File: src/rtl/pinmux_lock_pkg.sv
package pinmux_lock_pkg;
  localparam int AW = 3;

  typedef enum logic [AW-1:0] {
    REG_EN    = 3'd0,
    REG_SEL   = 3'd1,
    REG_PULL  = 3'd2,
    REG_DRIVE = 3'd3,
    REG_GUARD = 3'd4
  } reg_addr_e;

  // guard codes: bit 0 freezes the pin registers, bit 1 freezes the guard itself
  typedef enum logic [1:0] {
    GUARD_OPEN        = 2'b00,
    GUARD_SHUT        = 2'b01,
    GUARD_OPEN_STICKY = 2'b10,
    GUARD_SHUT_STICKY = 2'b11
  } guard_e;

  function automatic logic cfg_frozen(logic [1:0] g);
    return g[0];
  endfunction

  function automatic logic guard_frozen(logic [1:0] g);
    return g[1];
  endfunction

  // a pin needs a break when it becomes routed or changes function while routed
  function automatic logic needs_break(logic old_en, logic new_en, logic sel_moved);
    return new_en && (!old_en || sel_moved);
  endfunction

  // combine the pads that claim a function input
  function automatic logic gather(logic [63:0] pins, logic [63:0] claim, logic act_low);
    return act_low ? &(pins | ~claim) : |(pins & claim);
  endfunction
endpackage

File: src/rtl/pinmux_lock_regs.sv
module pinmux_lock_regs
  import pinmux_lock_pkg::*;
#(
  parameter int NPINS = 8,
  parameter int SELW  = 1,
  parameter int DW    = 16
) (
  input  logic                  clk,
  input  logic                  rst_n,
  input  logic                  bus_wr,
  input  logic [AW-1:0]         bus_addr,
  input  logic [DW-1:0]         bus_wdata,
  output logic [DW-1:0]         bus_rdata,
  output logic [NPINS-1:0]      en_q,
  output logic [NPINS-1:0]      en_nxt,
  output logic [NPINS*SELW-1:0] sel_q,
  output logic [NPINS*SELW-1:0] sel_nxt,
  output logic [NPINS-1:0]      pull_q,
  output logic [NPINS-1:0]      drive_q,
  output logic [1:0]            guard_q,
  output logic                  wr_err
);
  localparam int SW = NPINS * SELW;

  logic hit_en, hit_sel, hit_pull, hit_drive, hit_guard;
  logic cfg_ok, cfg_refused, guard_refused;
  logic unused_wdata;

  assign unused_wdata = ^bus_wdata;

  always_comb begin
    hit_en        = bus_wr && (bus_addr == REG_EN);
    hit_sel       = bus_wr && (bus_addr == REG_SEL);
    hit_pull      = bus_wr && (bus_addr == REG_PULL);
    hit_drive     = bus_wr && (bus_addr == REG_DRIVE);
    hit_guard     = bus_wr && (bus_addr == REG_GUARD);
    cfg_ok        = !cfg_frozen(guard_q);
    cfg_refused   = (hit_en || hit_sel || hit_pull || hit_drive) && !cfg_ok;
    guard_refused = hit_guard && guard_frozen(guard_q);
    en_nxt        = (hit_en && cfg_ok) ? bus_wdata[NPINS-1:0] : en_q;
    sel_nxt       = (hit_sel && cfg_ok) ? bus_wdata[SW-1:0] : sel_q;
  end

  always_ff @(posedge clk) begin
    if (!rst_n) begin
      en_q    <= '0;
      sel_q   <= '0;
      pull_q  <= '0;
      drive_q <= '0;
      guard_q <= GUARD_OPEN;
      wr_err  <= 1'b0;
    end else begin
      en_q  <= en_nxt;
      sel_q <= sel_nxt;
      if (hit_pull && cfg_ok)          pull_q  <= bus_wdata[NPINS-1:0];
      if (hit_drive && cfg_ok)         drive_q <= bus_wdata[NPINS-1:0];
      if (hit_guard && !guard_refused) guard_q <= bus_wdata[1:0];
      wr_err <= cfg_refused || guard_refused;
    end
  end

  // readback ignores the guard state
  always_comb begin
    bus_rdata = '0;
    case (bus_addr)
      REG_EN:    bus_rdata[NPINS-1:0] = en_q;
      REG_SEL:   bus_rdata[SW-1:0]    = sel_q;
      REG_PULL:  bus_rdata[NPINS-1:0] = pull_q;
      REG_DRIVE: bus_rdata[NPINS-1:0] = drive_q;
      REG_GUARD: bus_rdata[1:0]       = guard_q;
      default:   bus_rdata = '0;
    endcase
  end

  assert_guard_sticky_R8: assert property (@(posedge clk) disable iff (!rst_n)
    guard_q[1] |=> (guard_q == $past(guard_q)));

  assert_refused_hold_R7: assert property (@(posedge clk) disable iff (!rst_n)
    (bus_wr && (bus_addr == REG_EN || bus_addr == REG_SEL) && guard_q[0])
      |=> ($stable(en_q) && $stable(sel_q)));

  assert_err_source_R9: assert property (@(posedge clk) disable iff (!rst_n)
    wr_err |-> $past(bus_wr));
endmodule

File: src/rtl/pinmux_lock_gap.sv
module pinmux_lock_gap
  import pinmux_lock_pkg::*;
#(
  parameter int NPINS = 8,
  parameter int SELW  = 1,
  parameter int GAP   = 2
) (
  input  logic                  clk,
  input  logic                  rst_n,
  input  logic [NPINS-1:0]      en_q,
  input  logic [NPINS-1:0]      en_nxt,
  input  logic [NPINS*SELW-1:0] sel_q,
  input  logic [NPINS*SELW-1:0] sel_nxt,
  output logic [NPINS-1:0]      route_act,
  output logic [NPINS-1:0]      break_evt
);
  localparam int CW = (GAP > 0) ? $clog2(GAP + 1) : 1;

  for (genvar i = 0; i < NPINS; i++) begin : g_pin
    logic [CW-1:0] wait_cnt;
    logic          sel_moved;

    assign sel_moved    = sel_nxt[i*SELW +: SELW] != sel_q[i*SELW +: SELW];
    assign break_evt[i] = needs_break(en_q[i], en_nxt[i], sel_moved);

    always_ff @(posedge clk) begin
      if (!rst_n)                wait_cnt <= '0;
      else if (!en_nxt[i])       wait_cnt <= '0;
      else if (break_evt[i])     wait_cnt <= CW'(GAP);
      else if (wait_cnt != '0)   wait_cnt <= wait_cnt - 1'b1;
    end

    assign route_act[i] = en_q[i] && (wait_cnt == '0);
  end

  if (GAP > 0) begin : g_chk
    assert_break_first_R6: assert property (@(posedge clk) disable iff (!rst_n)
      (|break_evt) |=> ((route_act & $past(break_evt)) == '0));
  end
endmodule

File: src/rtl/pinmux_lock_route.sv
module pinmux_lock_route
  import pinmux_lock_pkg::*;
#(
  parameter int               NPINS      = 8,
  parameter int               NFUNC      = 2,
  parameter int               SELW       = 1,
  parameter logic [NFUNC-1:0] FN_ACT_LOW = 2'b10
) (
  input  logic [NPINS-1:0]       route_act,
  input  logic [NPINS*SELW-1:0]  sel_q,
  input  logic [NPINS-1:0]       gpio_out,
  input  logic [NPINS-1:0]       gpio_oe,
  input  logic [NFUNC-1:0]       fn_out,
  input  logic [NFUNC-1:0]       fn_oe,
  input  logic [NPINS-1:0]       pad_in,
  output logic [NPINS-1:0]       pad_out,
  output logic [NPINS-1:0]       pad_oe,
  output logic [NFUNC-1:0]       fn_in,
  output logic [NFUNC*NPINS-1:0] fn_claim
);
  for (genvar i = 0; i < NPINS; i++) begin : g_pin
    logic [SELW-1:0] pick;
    logic            pick_ok;
    assign pick    = sel_q[i*SELW +: SELW];
    assign pick_ok = int'(pick) < NFUNC;
    assign pad_out[i] = route_act[i] ? (pick_ok && fn_out[pick]) : gpio_out[i];
    assign pad_oe[i]  = route_act[i] ? (pick_ok && fn_oe[pick])  : gpio_oe[i];
    for (genvar f = 0; f < NFUNC; f++) begin : g_fn
      assign fn_claim[f*NPINS + i] = route_act[i] && (pick == SELW'(f));
    end
  end

  for (genvar f = 0; f < NFUNC; f++) begin : g_gather
    assign fn_in[f] = gather(64'(pad_in), 64'(fn_claim[f*NPINS +: NPINS]), FN_ACT_LOW[f]);
  end
endmodule

File: src/rtl/pinmux_lock.sv
module pinmux_lock
  import pinmux_lock_pkg::*;
#(
  parameter int               NPINS      = 8,
  parameter int               NFUNC      = 2,
  parameter int               DW         = 16,
  parameter int               GAP        = 2,
  parameter logic [NFUNC-1:0] FN_ACT_LOW = 2'b10
) (
  input  logic             clk,
  input  logic             rst_n,
  input  logic             bus_wr,
  input  logic [AW-1:0]    bus_addr,
  input  logic [DW-1:0]    bus_wdata,
  output logic [DW-1:0]    bus_rdata,
  output logic             bus_err,
  input  logic [NPINS-1:0] gpio_out,
  input  logic [NPINS-1:0] gpio_oe,
  input  logic [NFUNC-1:0] fn_out,
  input  logic [NFUNC-1:0] fn_oe,
  output logic [NFUNC-1:0] fn_in,
  input  logic [NPINS-1:0] pad_in,
  output logic [NPINS-1:0] pad_out,
  output logic [NPINS-1:0] pad_oe,
  output logic [NPINS-1:0] pad_pull,
  output logic [NPINS-1:0] pad_drive
);
  localparam int SELW = (NFUNC > 1) ? $clog2(NFUNC) : 1;
  localparam int SW   = NPINS * SELW;

  logic [NPINS-1:0]       en_q, en_nxt, route_act, break_evt;
  logic [SW-1:0]          sel_q, sel_nxt;
  logic [1:0]             guard_q;
  logic [NFUNC*NPINS-1:0] fn_claim;

  pinmux_lock_regs #(.NPINS(NPINS), .SELW(SELW), .DW(DW)) regs_i (
    .clk, .rst_n, .bus_wr, .bus_addr, .bus_wdata, .bus_rdata,
    .en_q, .en_nxt, .sel_q, .sel_nxt,
    .pull_q(pad_pull), .drive_q(pad_drive), .guard_q, .wr_err(bus_err)
  );

  pinmux_lock_gap #(.NPINS(NPINS), .SELW(SELW), .GAP(GAP)) gap_i (
    .clk, .rst_n, .en_q, .en_nxt, .sel_q, .sel_nxt, .route_act, .break_evt
  );

  pinmux_lock_route #(.NPINS(NPINS), .NFUNC(NFUNC), .SELW(SELW),
                      .FN_ACT_LOW(FN_ACT_LOW)) route_i (
    .route_act, .sel_q, .gpio_out, .gpio_oe, .fn_out, .fn_oe, .pad_in,
    .pad_out, .pad_oe, .fn_in, .fn_claim
  );

  assert_gpio_owner_R2: assert property (@(posedge clk) disable iff (!rst_n)
    (((pad_oe ^ gpio_oe) | (pad_out ^ gpio_out)) & ~route_act) == '0);

  for (genvar f = 0; f < NFUNC; f++) begin : g_idle_chk
    assert_idle_input_R5: assert property (@(posedge clk) disable iff (!rst_n)
      (fn_claim[f*NPINS +: NPINS] == '0) |-> (fn_in[f] == FN_ACT_LOW[f]));
  end
endmodule

File: config.mk
export PLATFORM = sky130hd
export DESIGN_NAME = pinmux_lock
export DESIGN_NICKNAME = d
export VERILOG_FILES = /design/src/rtl/pinmux_lock_pkg.sv /design/src/rtl/pinmux_lock_regs.sv /design/src/rtl/pinmux_lock_gap.sv /design/src/rtl/pinmux_lock_route.sv /design/src/rtl/pinmux_lock.sv
export SDC_FILE = /design/constraint.sdc
export NUM_CORES = 1
export LEC_CHECK = 0
export BUFFER_PORTS_ARGS = -buffer_cell sky130_fd_sc_hd__buf_2
export CORE_MARGIN = 2
export CORE_UTILIZATION = 45
export DETAILED_ROUTE_END_ITERATION = 10
export GPL_ROUTABILITY_DRIVEN = 0
export PLACE_DENSITY_LB_ADDON = 0.08
export SYNTH_ARGS = -nofsm -noshare
export SYNTH_HDL_FRONTEND = slang
export SYNTH_SLANG_ARGS = --single-unit
File: constraint.sdc
create_clock -name clk -period 2.7 [get_ports clk]
set_clock_uncertainty 0.05 [all_clocks]
set_input_delay 0.54 -clock clk [delete_from_list [all_inputs] [get_ports clk]]
set_output_delay 0.54 -clock clk [all_outputs]
set_load 0.05 [all_outputs]
==> flow_summary.ini, run 1 <==
[critical_path]
crit_path_cell_trace = nor3b_1, a32oi_1, and4_1, buf_2
crit_buf_inv = 1
r2r-start = regs_i.guard_q[0]
required_ns = 2.11
cp_max_fo = 6
startpoint_type = flip-flop
slowest_stage = nor3b_1
slowest_delay_ns = 0.55
worstSetupStartpoint = regs_i.en_q[4]
endpoint_kind = output port
critPathArrivalTime_ns = 1.93
worstSetupPathType = flip-flop to output port
critPathTopFamily = simple AND/OR/NAND/NOR gates

[clock_tree]
tritoncts = built
numCtsBuffers = 5
clkSinkCount = 51
clock_latency_ns = 0.30
clk_pin_slew_worst_paths_ns = 0.10
cts_hold_buffers = 0
clk_path_buf_depth = 2
cts-root-buf = clkbuf_8
h-tree-depth = 2

[drt]
drt-pass1-iter-count = 4
wire_per_inst_um = 15.97
vias_per_cell = 5.635
routed_wl_um = 8654
dr.first_iter.drc_count = 160
vias = 3054
drtAntennaViolNets = 0
drc = 0

[sta]
whs_ns = 0.4064
max_freq_ghz = 0.3963
tightestPinTransition_ns = 0.6527
finalCritPeriodShare_pct = 93.46
relSlewSlack_pct = 56.48
hold_viol = 0
maxSlewViolCount = 0
min_period_ns = 2.523
rsz0062_at_grt = no
fin_tns_setup_ns = 0
finalWorstSetupSlack_ns = 0.1766
finalSetupViolCount = 0

[global_routing]
grt_max_degree = 29
grt_pass1_vias = 2767
grt_overflow = 0
groute.usage.overall_pct = 23.18
grt_pass1_wl_um = 13960
antenna_found_initial = 0

[pwr]
internal_power_mw = 1.172
powerDensity_nw_per_um2 = 456.2
combPwrFrac_pct = 20.9
power.clock.fraction_pct = 33.1
p_sw_mw = 0.5247
finalPower_mw = 1.697
ir_worst_vdd_uv = 261.9
power.share.switching_pct = 30.92
p_leak_nw = 1.508
p_seq_share_pct = 46.0

[final_layout]
regArea_um2 = 1021
nNetsFinal = 495
final_core_util_pct = 54.75
multi_input_area_um2 = 1902
final_cell_count_no_fill = 542
final_cell_area_um2 = 3720
drive_gt1_share_pct = 25.56
n_antenna_cell = 0
syn2layout_area_growth_pct = 17.88
nFillCells = 661
final_common_cell = buf_2
final_cell_mix = 84 x buf_2, 51 x dfxtp_1, 29 x nand3_1

[synthesis]
synthCells = 382
synthDistinctLibCells = 44
synthFlopType = dfxtp_1
avgSynthCellArea_um2 = 8.261
seq_area_frac_synth_pct = 32.36
asyncSetResetFlopFracSynth_pct = 0
synth_edf_count = 0
netlist_area_um2 = 3156
ys_warn_count = 0
ys_ff_latch = 51
netlist.area_leader.share_pct = 32.36
synth_top_area_cell = dfxtp_1
synth.area.top_cells = dfxtp_1 32%, mux2i_1 6.0%, a21boi_0 5.5%

[floorplanning]
io_pins = 101
initial_utilization_pct = 46.45
die_h_um = 87.74
dieArea_um2 = 7698
fp.coreArea_um2 = 6794
chipWidth_um = 87.74
row_count = 30

[placed_design]
dpl.hpwl_um = 6135
dp_slack_ns = 0.2157
place_area_um2 = 3597
placedCellCount = 534
io_buffers = 84

[min_path]
hold_class = flip-flop to flip-flop
min_from = gap_i.g_pin[3].wait_cnt[0]

[outcome]
outcome = complete, no violations

[flow_run]
drv_cap = 0
per-layer routing:
metal  GRT usage [%]  up-vias  part of all wire [%]  wire (µm)
met5               0        -                     0          0
met4           6.434        0                   1.1         98
met3           3.487        8                   5.3        458
met2           37.47       83                    48       4137
met1           32.31     1475                    46       3959
li1                -     1488                     -          -
worst paths after layout:
| check | end | slack, ns | depth (start not counted) |
|---|---|---|---|
| max | fn_in[1] | 0.18 | 4 |
| min | gap_i.g_pin[3].wait_cnt[0] | 0.41 | 1 |
| max reg2reg | gap_i.g_pin[4].wait_cnt[0] | 1.01 | 3 |
| min reg2reg | gap_i.g_pin[3].wait_cnt[0] | 0.41 | 1 |
state kept, by name (all words and copies together) (netlist names):
| name | count |
|---|---|
| gap_i.g_pin.wait_cnt | 16 |
| regs_i.drive_q | 8 |
| regs_i.en_q | 8 |
| regs_i.guard_q | 2 |
| regs_i.pull_q | 8 |
| regs_i.sel_q | 8 |
| regs_i.wr_err | 1 |
timing repair:
item / in CTS / in global routing
setup endpoints to repair: 0 / 1
gates resized for setup: 0 / 1
buffers inserted: 0 / 0
power groups by stage:
stage          registers [mW]  clock network (mW)  logic (mW)
6_report                0.781               0.561       0.355
3_5_place_dp            0.799                   0       0.354
3_3_place_gp            0.798                   0       0.353
4_1_cts                 0.781               0.570       0.355
5_1_grt                 0.784               0.610       0.382
2_1_floorplan           0.807                   0       0.254
synth_stat cells, types with 4 or more instances:
library cell / n
nand3_1: 29
a32oi_1: 13
nor2b_1: 24
inv_1: 9
dfxtp_1: 51
o21ai_0: 26
nand2_1: 21
nor3b_1: 10
nand4b_1: 5
mux2i_1: 19
buf_1: 5
nand4_1: 8
a21boi_0: 23
mux4_2: 4
a21oi_1: 26
xnor2_1: 8
buf_4: 8
nor2_1: 18
o211ai_1: 8
clkbuf_1: 33
xor2_1: 5
logic make-up (layout without fill, tap and decap cells):
kind of cell / after synthesis / after routing / synth area share [%]
DFF: 51 / 51 / 32.36
and+or+nand+nor: 127 / 127 / 22.36
xor gates and xnor gates: 13 / 13 / 3.608
muxes: 26 / 26 / 11.38
other: 1 / 8 / 0.1188
buffers and inverters: 58 / 115 / 8.366
AOI/OAI and AO/OA: 106 / 106 / 21.81
worst reg2reg max path: cells and delay by family (launching register included):
kind             cells  cell delay, ns
AO/OA/AOI/OAI        1            0.12
AND/OR/NAND/NOR      2            1.03
flip-flops           1            0.36
area by class of cell:
cell class / instances / area share [%]
inverters: 9 / 0.9082
clock inverters: 2 / 0.9418
repair buffers: 98 / 14.13
clock buffers: 6 / 2.220
multi-input cells: 280 / 51.13
flip-flops and latches: 51 / 27.45
well taps: 96 / 3.229
Power figures use the tool's default switching activity.
==> inputs of run 2 (changes only) <==
--- a/config.mk
+++ b/config.mk
@@ -5,10 +5,10 @@
 export SDC_FILE = /design/constraint.sdc
 export NUM_CORES = 1
 export LEC_CHECK = 0
-export BUFFER_PORTS_ARGS = -buffer_cell sky130_fd_sc_hd__buf_2
 export CORE_MARGIN = 2
 export CORE_UTILIZATION = 45
 export DETAILED_ROUTE_END_ITERATION = 10
+export DONT_BUFFER_PORTS = 1
 export GPL_ROUTABILITY_DRIVEN = 0
 export PLACE_DENSITY_LB_ADDON = 0.08
 export SYNTH_ARGS = -nofsm -noshare
==> run 2 against run 1 <==
Worst hold slack worse by 0.11 ns. Routed wire length decreased by 0.42%. Utilization shrank 2.8 points. Critical path depth unchanged. Design area down 5.2%. Die area is the same. Flip-flop and latch count stayed put. Worst setup slack improved by 0.16 ns.
==> flow_summary.ini, run 2 (synthesis results as in run 1) <==
[critical_path]
endpoint_kind = output port
reg2reg_depth = 3
crit_buf_inv = 1
slowest_stage = and4_1
critPathArrivalTime_ns = 1.77
cp_num_cells = 4
required_ns = 2.11
cp_max_fo = 6
worstSetupPathType = flip-flop to output port
crit_path_cell_trace = nor3b_1, buf_4, a32oi_1, and4_1
critPathTopFamily = simple AND/OR/NAND/NOR gates
slowest_delay_ns = 0.55
startpoint_type = flip-flop

[clock_tree]
tritoncts = built
clk_pin_slew_worst_paths_ns = 0.10
cts-root-buf = clkbuf_8
postCtsResizedCells = 0
clkSinkCount = 51
clock_latency_ns = 0.31
numCtsBuffers = 5
cts_hold_buffers = 0
h-tree-depth = 2
clk_path_buf_depth = 2
cts_setup_buffers = 0

[final_layout]
final_cell_mix = 51 x dfxtp_1, 45 x buf_4, 29 x nand3_1
multi_input_area_um2 = 1897
regArea_um2 = 1021
largest_register = gap_i.g_pin.wait_cnt
nNetsFinal = 442
syn2layout_area_growth_pct = 11.78
n_antenna_cell = 0
largest_reg_flops = 16
final_common_cell = dfxtp_1
nFillCells = 636
drive_gt1_share_pct = 15.27
final_cell_area_um2 = 3527
final_core_util_pct = 51.92

[drt]
routed_wl_um = 8618
drtAntennaViolNets = 0
vias_per_cell = 5.785
drc = 0
vias = 2829
dr.first_iter.drc_count = 158
wire_per_inst_um = 17.62
drt-pass1-iter-count = 6

[min_path]
worstHoldPathCells = 2
hold_class = input pin to flip-flop

[floorplanning]
row_count = 30
dieArea_um2 = 7698
fp.coreArea_um2 = 6794
chipWidth_um = 87.74
initial_utilization_pct = 46.45
die_h_um = 87.74
io_pins = 101

[pwr]
finalPower_mw = 1.632
powerDensity_nw_per_um2 = 462.7
ir_worst_vdd_uv = 310.0
p_leak_nw = 1.294

[sta]
hold_viol = 0
maxSlewViolCount = 0
rsz0062_at_grt = no
fin_tns_setup_ns = 0
tightestPinTransition_ns = 0.7482
max_freq_ghz = 0.4230
finalCritPeriodShare_pct = 87.56
relSlewSlack_pct = 50.12
min_period_ns = 2.364
finalSetupViolCount = 0

[placed_design]
dpl.hpwl_um = 5841
place_area_um2 = 3410
io_buffers = 0

[global_routing]
grt_pass1_wl_um = 13480
antenna_found_initial = 0
grt_pass1_vias = 2627
groute.usage.overall_pct = 22.31
grt_max_degree = 50
grt_overflow = 0

[outcome]
outcome = complete, no violations

[flow_run]
drv_cap = 0
run 2: layout make-up:
type	count	share of cell area (%)
clock buffer	6	2.341
tap	96	3.405
clock inverter	2	0.9933
sequential	51	28.95
multi-input combinational	280	53.78
timing repair buffer	45	9.578
inverter	9	0.9578
run 2: final timing paths:
path | start | end | slack, ns
setup / recovery | regs_i.en_q[5] | fn_in[1] | 0.34
hold / removal | bus_wr | regs_i.wr_err | 0.30
setup reg to reg | regs_i.guard_q[0] | gap_i.g_pin[1].wait_cnt[0] | 0.99
hold reg to reg | gap_i.g_pin[3].wait_cnt[0] | gap_i.g_pin[3].wait_cnt[0] | 0.39
run 2: power breakdown:
group          internal (mW)  switching, mW  total (mW)
combinational         0.0960          0.185       0.281
sequential             0.765         0.0267       0.792
clock                  0.300          0.259       0.559
total                   1.16          0.471        1.63
run 2: metrics by stage:
step	hold slack, ns	setup slack [ns]	cells
after global placement	0.3796	0.6850	481
after floorplan	0.3612	0.1960	389
after global routing	0.3026	0.2700	489
after detailed placement	0.3822	0.6528	481
final	0.2993	0.3358	489
after CTS	0.2901	0.3329	489
run 2: routing by layer:
layer / vias up / GRT usage (%) / part of all wire (%)
met3: 10 / 4.901 / 5.8
met5: - / 0 / 0
met4: 0 / 5.175 / 1.0
met1: 1360 / 29.07 / 45
met2: 73 / 37.81 / 48
li1: 1386 / - / -
==> inputs of run 3 (changes only) <==
==> constraint.sdc (replaced) <==
create_clock -name clk -period 2.5 [get_ports clk]
set_clock_uncertainty 0.05 [all_clocks]
set_input_delay 0.5 -clock clk [delete_from_list [all_inputs] [get_ports clk]]
set_output_delay 0.5 -clock clk [all_outputs]
set_load 0.05 [all_outputs]
==> run 3 against run 2 <==
Non-clock buffer count up 3. Largest cell class unchanged. Critical path type unchanged. Combinational power up 9.6%. Global-route usage up 0.45 points. Routed wire length up 0.20%.
==> flow_summary.ini, run 3 (synthesis results as in run 1) <==
[critical_path]
crit_buf_inv = 1
slowest_delay_ns = 0.55
endpoint_kind = output port
critPathTopFamily = multiplexers
crit_path_cell_trace = mux4_1, nor2b_1, buf_4
startpoint_type = flip-flop
slowest_stage = mux4_1
critPathArrivalTime_ns = 1.69
worstSetupPathType = flip-flop to output port
required_ns = 1.95
r2r_slack_ns = 0.80
cp_max_fo = 3

[final_layout]
final_cell_mix = 51 x dfxtp_1, 48 x buf_4, 29 x nand3_1
nNetsFinal = 445
n_antenna_cell = 0
largest_register = gap_i.g_pin.wait_cnt
drive_gt1_share_pct = 15.66
multi_input_area_um2 = 1897
largest_reg_flops = 16
final_common_cell = dfxtp_1
final_cell_count_no_fill = 492
syn2layout_area_growth_pct = 11.94
nFillCells = 667
regArea_um2 = 1021

[sta]
finalCritPeriodShare_pct = 89.71
tightestPinTransition_ns = 0.6400
finalSetupViolCount = 0
max_freq_ghz = 0.4459
maxSlewViolCount = 0
relSlewSlack_pct = 57.33
rsz0062_at_grt = no
min_period_ns = 2.243
fin_tns_setup_ns = 0
finalWorstSetupSlack_ns = 0.2571
hold_viol = 0

[global_routing]
antenna_found_initial = 0
grt_overflow = 0
groute.usage.overall_pct = 22.77
grt_max_degree = 50
grt_pass1_vias = 2695
grt_pass1_wl_um = 13790

[floorplanning]
fp.coreArea_um2 = 6794
initial_utilization_pct = 46.45
die_h_um = 87.74
io_pins = 101
chipWidth_um = 87.74
row_count = 30
dieArea_um2 = 7698

[pwr]
p_leak_nw = 1.299
ir_worst_vdd_uv = 450.2
power.share.switching_pct = 29.61
finalPower_mw = 1.682
p_seq_share_pct = 50.7
p_sw_mw = 0.4981
power.clock.fraction_pct = 31.0
combPwrFrac_pct = 18.3
powerDensity_nw_per_um2 = 476.3
internal_power_mw = 1.184

[drt]
dr.first_iter.drc_count = 143
wire_per_inst_um = 17.55
drtAntennaViolNets = 0
drt-pass1-iter-count = 4
routed_wl_um = 8635
vias = 2832
vias_per_cell = 5.756
drc = 0

[clock_tree]
clkSinkCount = 51
cts_hold_buffers = 0
clk_pin_slew_worst_paths_ns = 0.09
numCtsBuffers = 5
tritoncts = built
clk_path_buf_depth = 2
postCtsResizedCells = 0
clock_latency_ns = 0.30
h-tree-depth = 2
cts_setup_buffers = 0
cts-root-buf = clkbuf_8

[min_path]
hold_class = input pin to flip-flop

[placed_design]
io_buffers = 0
dpl.hpwl_um = 5940
placedCellCount = 484
dp_slack_ns = 0.5970

[flow_run]
drv_cap = 0

[outcome]
outcome = complete, no violations
==> run 3: worst register-to-register path, delay by kind of cell (launching register included) <==
family,cells,cell delay (ns)
AND/OR/NAND/NOR,2,1.01
flip-flops,1,0.36
AO/OA/AOI/OAI,1,0.13
==> run 3: metal layers <==
metal	wire [µm]	GRT usage, %	vias to the layer above	part of all wire, %
li1	-	-	1389	-
met1	3883	29.98	1361	45
met2	4111	36.98	70	48
met3	472	5.372	12	5.5
met4	167	7.133	0	1.9
met5	0	0	-	0
==> run 3: path summary, 6_finish.rpt <==
kind                            cells after the start                          to                        from
worst max register to register                      3  gap_i.g_pin[1].wait_cnt[0]           regs_i.guard_q[0]
worst min register to register                      1  gap_i.g_pin[3].wait_cnt[0]  gap_i.g_pin[3].wait_cnt[0]
worst min-delay path                                2               regs_i.wr_err                      bus_wr
worst max-delay path                                3                bus_rdata[2]            regs_i.pull_q[2]
==> run 3: power by group through the flow <==
stage	Clock, mW	Combinational, mW	Sequential (mW)
after floorplan	0	0.275	0.872
after global placement	0	0.306	0.871
after detailed placement	0	0.308	0.872
after CTS	0.534	0.308	0.853
after global routing	0.562	0.330	0.856
final	0.522	0.308	0.853
==> run 3: stage by stage <==
stage | instance area [µm²] | util [%] | hold slack, ns
final | 3532 | 51.99 | 0.2604
after global routing | 3532 | 51.99 | 0.2580
after CTS | 3532 | 51.99 | 0.2531
after detailed placement | 3432 | 50.52 | 0.3879
after global placement | 3432 | 50.52 | 0.3761
after floorplan | 3182 | - | 0.3612
==> run 3: cell type report <==
cell class                      count  share of cell area [%]
Clock buffer                        8                   2.834
Inverter                            9                  0.9564
Multi-Input combinational cell    280                   53.70
Sequential cell                    51                   28.91
Tap cell                           96                   3.401
Timing Repair Buffer               48                   10.20
